==> config.mk <==
export PLATFORM = sky130hd
export DESIGN_NAME = hsc_quad_ctrl
export DESIGN_NICKNAME = d
export VERILOG_FILES = /design/src/rtl/hsc_pkg.sv /design/src/rtl/hsc_sync.sv /design/src/rtl/hsc_uvlo_qual.sv /design/src/rtl/hsc_chan_fsm.sv /design/src/rtl/hsc_quad_ctrl.sv
export SDC_FILE = /design/constraint.sdc
export NUM_CORES = 1
export LEC_CHECK = 0
export ABC_CLOCK_PERIOD_IN_PS = 5980
export BUFFER_PORTS_ARGS = -buffer_cell sky130_fd_sc_hd__clkbuf_2
export CORE_ASPECT_RATIO = 2
export CORE_MARGIN = 2
export CORE_UTILIZATION = 65
export CTS_BUF_LIST = sky130_fd_sc_hd__clkbuf_2 sky130_fd_sc_hd__clkbuf_4 sky130_fd_sc_hd__clkbuf_8
export CTS_CLUSTER_DIAMETER = 120
export DETAILED_ROUTE_END_ITERATION = 10
export PLACE_DENSITY_LB_ADDON = 0.15
export SLEW_MARGIN = 25
export SYNTH_ARGS = -nofsm -noshare
export SYNTH_HDL_FRONTEND = slang
export SYNTH_SLANG_ARGS = --single-unit
==> constraint.sdc <==
create_clock -name clk -period 5.98 [get_ports clk]
set_input_delay 1.196 -clock clk [delete_from_list [all_inputs] [get_ports clk]]
set_output_delay 1.196 -clock clk [all_outputs]
set_load 0.005 [all_outputs]
==> src/rtl/hsc_pkg.sv <==
package hsc_pkg;
    typedef enum logic [2:0] {
        CH_OFF,
        CH_START,
        CH_RUN,
        CH_LATCHED,
        CH_RETRY
    } ch_state_t;
endpackage

==> src/rtl/hsc_sync.sv <==
module hsc_sync #(
    parameter int W = 1
) (
    input  logic         clk,
    input  logic         rst_n,
    input  logic [W-1:0] d,
    output logic [W-1:0] q
);
    logic [W-1:0] meta;

    always_ff @(posedge clk or negedge rst_n) begin
        if (!rst_n) begin
            meta <= '0;
            q    <= '0;
        end else begin
            meta <= d;
            q    <= meta;
        end
    end
endmodule

==> src/rtl/hsc_uvlo_qual.sv <==
module hsc_uvlo_qual #(
    parameter int NRAIL      = 4,
    parameter int HOLD_TICKS = 37500
) (
    input  logic             clk,
    input  logic             rst_n,
    input  logic [NRAIL-1:0] rail_ok,
    output logic             qual
);
    localparam int CW = $clog2(HOLD_TICKS + 1);

    logic [CW-1:0] cnt;
    logic          any_ok;

    assign any_ok = |rail_ok;

    always_ff @(posedge clk or negedge rst_n) begin
        if (!rst_n) begin
            cnt <= '0;
        end else if (!any_ok) begin
            cnt <= '0;
        end else if (cnt != CW'(HOLD_TICKS)) begin
            cnt <= cnt + 1'b1;
        end
    end

    assign qual = (cnt == CW'(HOLD_TICKS));

    // qualification can only appear after a cycle with a rail above threshold
    p_qual_needs_rail_r1: assert property (@(posedge clk) disable iff (!rst_n)
        $rose(qual) |-> $past(any_ok));

    // a gap in every rail drops qualification at the next edge
    p_gap_drops_qual_r1: assert property (@(posedge clk) disable iff (!rst_n)
        !any_ok |=> !qual);
endmodule

==> src/rtl/hsc_chan_fsm.sv <==
module hsc_chan_fsm
    import hsc_pkg::*;
#(
    parameter int TW          = 16,
    parameter int RETRY_TICKS = 100
) (
    input  logic          clk,
    input  logic          rst_n,
    input  logic          cond_ok,
    input  logic          oc_any,
    input  logic          ext_fault,
    input  logic          clr_req,
    input  logic          retry_en,
    input  logic [TW-1:0] period,
    output logic          fault_now,
    output logic          gate_en,
    output logic          ilim_en,
    output logic          stat
);
    ch_state_t     state, state_n;
    ch_state_t     fault_dst;
    logic [TW-1:0] timer;

    assign fault_now = (state == CH_RUN) && oc_any;
    assign fault_dst = retry_en ? CH_RETRY : CH_LATCHED;

    always_comb begin
        state_n = state;
        unique case (state)
            CH_OFF:     if (cond_ok) state_n = CH_START;
            CH_START: begin
                if (ext_fault)        state_n = fault_dst;
                else if (!cond_ok)    state_n = CH_OFF;
                else if (timer == '0) state_n = CH_RUN;
            end
            CH_RUN: begin
                if (fault_now || ext_fault) state_n = fault_dst;
                else if (!cond_ok)          state_n = CH_OFF;
            end
            CH_LATCHED: if (clr_req) state_n = CH_OFF;
            CH_RETRY:   if (timer == '0) state_n = cond_ok ? CH_START : CH_OFF;
            default:    state_n = CH_OFF;
        endcase
    end

    always_ff @(posedge clk or negedge rst_n) begin
        if (!rst_n) state <= CH_OFF;
        else        state <= state_n;
    end

    always_ff @(posedge clk or negedge rst_n) begin
        if (!rst_n) begin
            timer <= '0;
        end else if (state_n == CH_START && state != CH_START) begin
            timer <= period - 1'b1;
        end else if (state_n == CH_RETRY && state != CH_RETRY) begin
            timer <= TW'(RETRY_TICKS - 1);
        end else if (timer != '0) begin
            timer <= timer - 1'b1;
        end
    end

    always_comb begin
        gate_en = 1'b0;
        ilim_en = 1'b0;
        stat    = 1'b0;
        unique case (state)
            CH_START: begin
                gate_en = 1'b1;
                ilim_en = 1'b1;
            end
            CH_RUN: begin
                gate_en = 1'b1;
                stat    = 1'b1;
            end
            default: ;
        endcase
    end

    // the window is entered only when the turn-on condition held
    p_start_needs_cond_r2: assert property (@(posedge clk) disable iff (!rst_n)
        (state == CH_START && $past(state) != CH_START) |-> $past(cond_ok));

    // a latched channel leaves its latch only on a clear request
    p_latch_exit_r7: assert property (@(posedge clk) disable iff (!rst_n)
        ($past(state) == CH_LATCHED && state != CH_LATCHED) |-> $past(clr_req));

    // overcurrent while running always lands in a fault state
    p_run_fault_r6: assert property (@(posedge clk) disable iff (!rst_n)
        ($past(state) == CH_RUN && $past(oc_any))
            |-> (state == CH_LATCHED || state == CH_RETRY));

    // overcurrent inside the window does not create a fault
    p_start_oc_ignored_r5: assert property (@(posedge clk) disable iff (!rst_n)
        ($past(state) == CH_START && $past(oc_any) && $past(cond_ok) && !$past(ext_fault))
            |-> (state == CH_START || state == CH_RUN));
endmodule

==> src/rtl/hsc_quad_ctrl.sv <==
module hsc_quad_ctrl #(
    parameter int NCH      = 4,
    parameter int CLK_HZ   = 1000000,
    parameter int RETRY_MS = 100,
    parameter int SU_W     = $clog2(CLK_HZ / 20 + 1) + 1
) (
    input  logic            clk,
    input  logic            rst_n,
    input  logic [NCH-1:0]  rail_uvlo_ok,
    input  logic [NCH-1:0]  rail_pgood,
    input  logic [NCH-1:0]  ch_on,
    input  logic [NCH-1:0]  oc_slow,
    input  logic [NCH-1:0]  oc_fast,
    input  logic            grp_mode,
    input  logic            latch_off,
    input  logic [SU_W-1:0] su_cfg,
    output logic [NCH-1:0]  gate_en,
    output logic [NCH-1:0]  ilim_en,
    output logic [NCH-1:0]  stat
);
    localparam int UVLO_TICKS  = CLK_HZ * 3 / 80;
    localparam int MAX_TICKS   = CLK_HZ / 20;
    localparam int MIN_RAW     = CLK_HZ / 2500;
    localparam int MIN_TICKS   = (MIN_RAW < 1) ? 1 : MIN_RAW;
    localparam int DEF_TICKS   = CLK_HZ * 9 / 1000;
    localparam int RETRY_TICKS = (CLK_HZ / 1000) * RETRY_MS;
    localparam int TOP_TICKS   = (MAX_TICKS > RETRY_TICKS) ? MAX_TICKS : RETRY_TICKS;
    localparam int TW          = $clog2(TOP_TICKS + 1);
    localparam int SW          = 5 * NCH + 2;

    logic [SW-1:0]  sync_d, sync_q;
    logic [NCH-1:0] uv_s, pg_s, on_s, slow_s, fast_s;
    logic           grp_s, latch_s;
    logic [NCH-1:0] on_prev, on_rise;
    logic [NCH-1:0] cond, fault_vec, clr;
    logic           qual, grp_cond, grp_fault;
    logic [TW-1:0]  su_eff;

    assign sync_d = {latch_off, grp_mode, oc_fast, oc_slow, ch_on, rail_pgood, rail_uvlo_ok};

    hsc_sync #(.W(SW)) u_sync (
        .clk   (clk),
        .rst_n (rst_n),
        .d     (sync_d),
        .q     (sync_q)
    );

    assign uv_s    = sync_q[0*NCH +: NCH];
    assign pg_s    = sync_q[1*NCH +: NCH];
    assign on_s    = sync_q[2*NCH +: NCH];
    assign slow_s  = sync_q[3*NCH +: NCH];
    assign fast_s  = sync_q[4*NCH +: NCH];
    assign grp_s   = sync_q[5*NCH];
    assign latch_s = sync_q[5*NCH + 1];

    hsc_uvlo_qual #(.NRAIL(NCH), .HOLD_TICKS(UVLO_TICKS)) u_uvlo (
        .clk     (clk),
        .rst_n   (rst_n),
        .rail_ok (uv_s),
        .qual    (qual)
    );

    always_ff @(posedge clk or negedge rst_n) begin
        if (!rst_n) on_prev <= '0;
        else        on_prev <= on_s;
    end

    assign on_rise   = on_s & ~on_prev;
    assign grp_cond  = qual && (&(pg_s & on_s));
    assign grp_fault = grp_s && (|fault_vec);

    always_comb begin
        if (su_cfg == '0)
            su_eff = TW'(DEF_TICKS);
        else if (32'(su_cfg) < 32'(MIN_TICKS))
            su_eff = TW'(MIN_TICKS);
        else if (32'(su_cfg) > 32'(MAX_TICKS))
            su_eff = TW'(MAX_TICKS);
        else
            su_eff = TW'(su_cfg);
    end

    for (genvar i = 0; i < NCH; i++) begin : g_ch
        assign cond[i] = grp_s ? grp_cond : (qual && pg_s[i] && on_s[i]);
        assign clr[i]  = grp_s ? (|on_rise) : on_rise[i];

        hsc_chan_fsm #(.TW(TW), .RETRY_TICKS(RETRY_TICKS)) u_fsm (
            .clk       (clk),
            .rst_n     (rst_n),
            .cond_ok   (cond[i]),
            .oc_any    (slow_s[i] | fast_s[i]),
            .ext_fault (grp_fault),
            .clr_req   (clr[i]),
            .retry_en  (!latch_s),
            .period    (su_eff),
            .fault_now (fault_vec[i]),
            .gate_en   (gate_en[i]),
            .ilim_en   (ilim_en[i]),
            .stat      (stat[i])
        );
    end

    // in grouped mode one channel's fault leaves no channel reporting good
    p_grp_fault_all_r9: assert property (@(posedge clk) disable iff (!rst_n)
        (grp_s && |fault_vec) |=> (stat == '0));

    // nothing drives a gate before qualification has ever been reached
    p_no_gate_unqualified_r12: assert property (@(posedge clk) disable iff (!rst_n)
        (!qual && $past(!qual) && ilim_en == '0 && stat == '0) |=> (ilim_en == '0));
endmodule

# == Word-level counts from Yosys, hierarchy flattened ==
# Index checks and enable logic that the tools add are counted.
# totals
out_inout_bits,12
input_bits,41
word_cells,191
ff_bits,144
# classes
n_mux,78
n_lt_le_gt_ge,2
reduce_logical,51
n_addsub,6
n_eq_ne,35
n_bitwise,7
# op_table
operator,count
$mux W17,15
$mux W3,33
$logic_not A17 Y1,5
$sub A17 B1 Y17 const B,5
$reduce_bool A17 Y1,4
$pmux W3 S5,4
$mux W16,2
$eq A3 B1 Y1 const B,8
$eq A3 B2 Y1 const B,8
$eq A3 B3 Y1 const B,8
$mux W1,24
$logic_and A1 B1 Y1,22
$gt A17 B16 Y1 const B,1
$lt A17 B9 Y1 const B,1
$add A16 B1 Y16 const B,1
$eq A16 B16 Y1 const B,1
$ne A16 B16 Y1 const B,1
$logic_not A3 Y1,4
$ne A3 B1 Y1 const B,4
$ne A3 B3 Y1 const B,4
$reduce_bool A3 Y1,4
$reduce_or A4 Y1,3
$and A4 B4 Y4,2
$reduce_or A2 Y1,4
5 further kinds,11

# == Logic depth before layout (Yosys ltp) ==
# logic_depth
depth_word,11
ltp_mapped,13

# == By module ==
# Synthesis repeated with hierarchy kept, for this count alone.
# hier_totals
hier_cells,946
hier_area_um2,8934.8
# by_module_without_submodules
mod,seq_area_each_um2,area_each_um2,instances,cells_per_inst
hsc_chan_fsm,500.5,1596.5,4,183
hsc_sync,1101.1,1101.1,1,44
hsc_uvlo_qual,400.4,917.1,1,91
hsc_quad_ctrl,100.1,530.5,1,79

# == Worst setup path after synthesis ==
# Ideal clock, no wire load.
# synth_timing
path_kind,input -> register
from,input su_cfg[13]
to,register g_ch[1].u_fsm.timer[14]
setup_time_ns,0.083
path_slack_ns,2.348
arrival_time_ns,3.549
cell_stages,11
cell_sequence,nor4_1 -> nand4_1 -> a31oi_1 -> clkbuf_1 -> nand2_1 -> ha_1 -> nand4_1 -> nor2_1 -> xnor2_1 -> and2_1 -> o21ai_0
# synth_between
elab_chain_cells,6
elab_cells_between_ends,8
classes_between,add/sub (1); order compare (2); mux (4); reduce/logical (1)
# synth_lines
item,line_no,text
start: declaration,hsc_quad_ctrl.sv:16,"input logic [SU_W-1:0] su_cfg,"
$gt A17 B16 Y1,hsc_quad_ctrl.sv:77,else if (32'(su_cfg) > 32'(MAX_TICKS))
$mux W17,hsc_quad_ctrl.sv:77,
$mux W17,hsc_quad_ctrl.sv:75,else if (32'(su_cfg) < 32'(MIN_TICKS))
$mux W17 (*),hsc_quad_ctrl.sv:73,if (su_cfg == '0)
$sub A17 B1 Y17 (*),hsc_chan_fsm.sv:55,timer <= period - 1'b1;
$mux W17 (*),hsc_chan_fsm.sv:54,end else if (state_n == CH_START && state != CH_START) begin
end signal: assignment,hsc_chan_fsm.sv:55,
end signal: assignment,hsc_chan_fsm.sv:57,timer <= TW'(RETRY_TICKS - 1);
end signal: assignment,hsc_chan_fsm.sv:59,timer <= timer - 1'b1;
end: declaration,hsc_chan_fsm.sv:22,logic [TW-1:0] timer;
# Every way passes the cells marked *; elsewhere a longest branch is shown, timed or not.
# A chain may end at the register's enable or synchronous reset.

# == Final worst setup path ==
# layout_timing
from,input su_cfg[13]
to,register g_ch[2].u_fsm.timer[14]
# layout_between
elab_chain_cells,6
elab_cells_between_ends,8
classes_between,add/sub (1); order compare (2); mux (4); reduce/logical (1)
# layout_lines
item,line_no
$gt A17 B16 Y1,hsc_quad_ctrl.sv:77
$mux W17,hsc_quad_ctrl.sv:77
$mux W17,hsc_quad_ctrl.sv:75
$mux W17 (*),hsc_quad_ctrl.sv:73
$sub A17 B1 Y17 (*),hsc_chan_fsm.sv:55
$mux W17 (*),hsc_chan_fsm.sv:54
end signal: assignment,hsc_chan_fsm.sv:55
end signal: assignment,hsc_chan_fsm.sv:57
end signal: assignment,hsc_chan_fsm.sv:59
end: declaration,hsc_chan_fsm.sv:22
# Marks and branches as above.

==> impl_metrics.tcl <==
set metrics [dict create \
    status "finished clean" \
    drive_gt1_share_pct 12.90 \
    crit_path_end_kind "register" \
    power_density_nw_per_um2 241.3 \
    synth_area_um2 7760 \
    avgRoutedWirePerCell_um 19.73 \
    yosysTopAreaCell "dfrtp_1" \
    clockPowerShare_pct 41.6 \
    antenna_found_initial 0 \
    gp_congestion 0.9607 \
    rows 56 \
    synth_top_flop_cell "dfrtp_1" \
    viasPerCell 6.504 \
    path_clk_slew_ns 0.09 \
    synth_enable_flop_cells 0 \
    clock_sinks 144 \
    clock-root-buffer "clkbuf_8" \
    grt_max_degree 92 \
    numCtsBuffers 17 \
    p_comb_share_pct 7.1 \
    reg2regPathDepth 7 \
    seq_area_frac_synth_pct 46.44 \
    dp.cells 989 \
    finalMaxSlewViolations 0 \
    insertion_delay_ns 0.46 \
    syn2layout_area_growth_pct 9.110 \
    hold_path_class "register to register" \
    rsz0062_at_grt "false" \
    cap_violations 0 \
    fin_skew_ns 0.01581 \
    detail_route.wirelength_um 20140 \
    reg2reg_setup_slack_ns 2.81 \
    yosysUniqueCellTypes 72 \
    synth.most_common_cell "dfrtp_1" \
    hold_end "u_sync.q[1]" \
    worstPathArrival_ns 4.31 \
    syn_avg_cell_area_um2 9.395 \
    cts_tree "yes" \
    fmax_mhz 251.0 \
    pin_count 53 \
    hold_buffers 0 \
    ys_top_cells_by_count "dfrtp_1, nor2_1, nand2_1" \
    power.switching_w 0.0005529 \
    dpl.hpwl_um 14530 \
    synthCells 826 \
    cts_resized 0 \
    cts-htree-levels 4 \
    synth_nets 878 \
    portBuffers 52 \
    p_seq_share_pct 51.3 \
    die_y_um 158.5 \
    hp-start "u_sync.meta[1]" \
    grt_pass1_vias 6826 \
    start_util_pct 66.32 \
    ys_async_sr_fraction_pct 100.0 \
    hold_depth 0 \
    globalRouteTotalUtil_pct 33.40 \
    dieArea_um2 12880 \
    hold_violations 0 \
    final_net_count 915 \
    slew_headroom_pct 36.68 \
    initialDrtViolationCount 497 \
    firstDrtPassIters 8 \
    p_leak_nw 3.669 \
    worst_pin_slew_ns 0.9498 \
    period_minus_slack_ns 3.984 \
    fillers 859 \
    cp-start-kind "input port" \
    tns_ns 0 \
    post-cts-setup-buffer-count 0 \
    r2r-start "g_ch[1].u_fsm.state[1]" \
    switching_share_pct 27.07 \
    required_ns 6.31 \
    synth.area.top_cells "dfrtp_1, xnor2_1, xor2_1" \
    worstSetupPathType "input port to register" \
    critPathMaxFanout 12 \
    r2r-end "g_ch[3].u_fsm.timer[5]" \
    grt_overflow 0 \
    ctsLongestPathBuffers 2 \
    core_um2 11700 \
    grt_pass1_wl_um 32380 \
    p_int_w 0.001490 \
    yosysWarnings 0 \
    setup_viol 0 \
    diodes 0 \
    ir_drop_uv 282.9 \
    via_count 6641 \
    synth-seq-cells 144 \
    die_x_um 81.26 \
    drt.antenna.violating_nets 0 \
    finalNonFillerCells 1021 \
    post-route-drc-count 0 \
    synth_top_area_share_pct 46.44 \
    min_period_over_period_pct 66.62 \
]
==> power groups by stage <==
stage / registers [W] / logic (W) / clock network, W
final: 0.00105 / 0.000145 / 0.000849
after global routing: 0.00105 / 0.000163 / 0.000894
after CTS: 0.00105 / 0.000145 / 0.000859
after detailed placement: 0.00107 / 0.000142 / 0
after global placement: 0.00106 / 0.000134 / 0
after floorplan: 0.00105 / 0.0000787 / 0
==> final cells by class <==
class | instances | area, um^2 | share of cell area [%]
Multi-Input combinational cell | 615 | 3847 | 45.44
Sequential cell | 144 | 3603 | 42.56
Timing Repair Buffer | 56 | 296.5 | 3.502
Clock buffer | 17 | 234.0 | 2.763
Clock inverter | 15 | 195.2 | 2.305
Tap cell | 145 | 181.4 | 2.143
Inverter | 29 | 108.9 | 1.286
==> state kept, by name, summed over array words and instances (netlist names) <==
signal            flops
on_prev               4
u_sync.q             22
u_uvlo.cnt           16
u_sync.meta          22
g_ch.u_fsm.timer     68
g_ch.u_fsm.state     12
==> worst max path at each step <==
stage / from / to / slack [ns]
floorplan: su_cfg[13] / g_ch[1].u_fsm.timer[14] / 2.35
global placement: su_cfg[12] / g_ch[1].u_fsm.timer[12] / 1.62
detailed placement: su_cfg[13] / g_ch[1].u_fsm.timer[12] / 1.36
CTS: su_cfg[13] / g_ch[1].u_fsm.timer[12] / 1.84
global route: su_cfg[13] / g_ch[1].u_fsm.timer[14] / 1.56
finish: su_cfg[13] / g_ch[2].u_fsm.timer[14] / 2.00
==> cells in the final DEF, fill, tap and decap left out, types with 8 or more instances in the layout <==
cell / Yosys / routed
xnor2_1: 41 / 41
nand4_1: 12 / 12
mux2i_1: 11 / 11
nor2_1: 87 / 87
nand3_1: 19 / 19
o211ai_1: 10 / 10
nor3_1: 26 / 26
nand3b_1: 9 / 9
clkbuf_8: 0 / 17
or3_1: 8 / 8
nand2_1: 83 / 83
inv_1: 29 / 29
o21ai_0: 54 / 53
a21oi_1: 49 / 49
nor4_1: 22 / 20
clkbuf_2: 0 / 51
ha_1: 11 / 11
xor2_1: 41 / 41
dfrtp_1: 144 / 144
==> through the flow <==
stage	power, W	util (%)	area, um^2	hold slack [ns]	setup slack (ns)
after floorplan	0.001133	-	7760	0.3312	2.348
after global placement	0.001196	68.64	8031	0.3315	1.615
after detailed placement	0.001208	68.64	8031	0.3356	1.363
after CTS	0.002050	72.31	8461	0.3570	1.843
after global routing	0.002109	72.36	8467	0.3615	1.557
final	0.002043	72.36	8467	0.3497	1.996
==> cell families after synthesis <==
logic type                 after synthesis  share of synthesized area (%)
adders and majority gates               11                          1.774
and+or+nand+nor                        335                          22.46
buffers and inverters                   67                          4.224
xor gates and xnor gates                82                          9.255
muxes                                   11                          1.419
AOI/OAI and AO/OA                      176                          14.43
DFF                                    144                          46.44
==> critical path: stages <==
cell and delay [ns]:
clkbuf_2 0.10, nor4_2 0.58, nand4_1 0.21, a31oi_1 0.81, nand2_1 0.29, ha_1 0.35, nand4_1 0.16, nor2_1 0.08
xnor2_1 0.12, and2_1 0.28, o21ai_0 0.12
==> layer usage <==
metal  vias up  share of wire, %  track usage, %
met5         -                 0               0
met1      3222                34           35.14
met3       105               5.1           5.612
met4         0               7.5           24.29
li1       2989                 -               -
met2       325                53           58.16
Power figures use the tool's default switching activity.
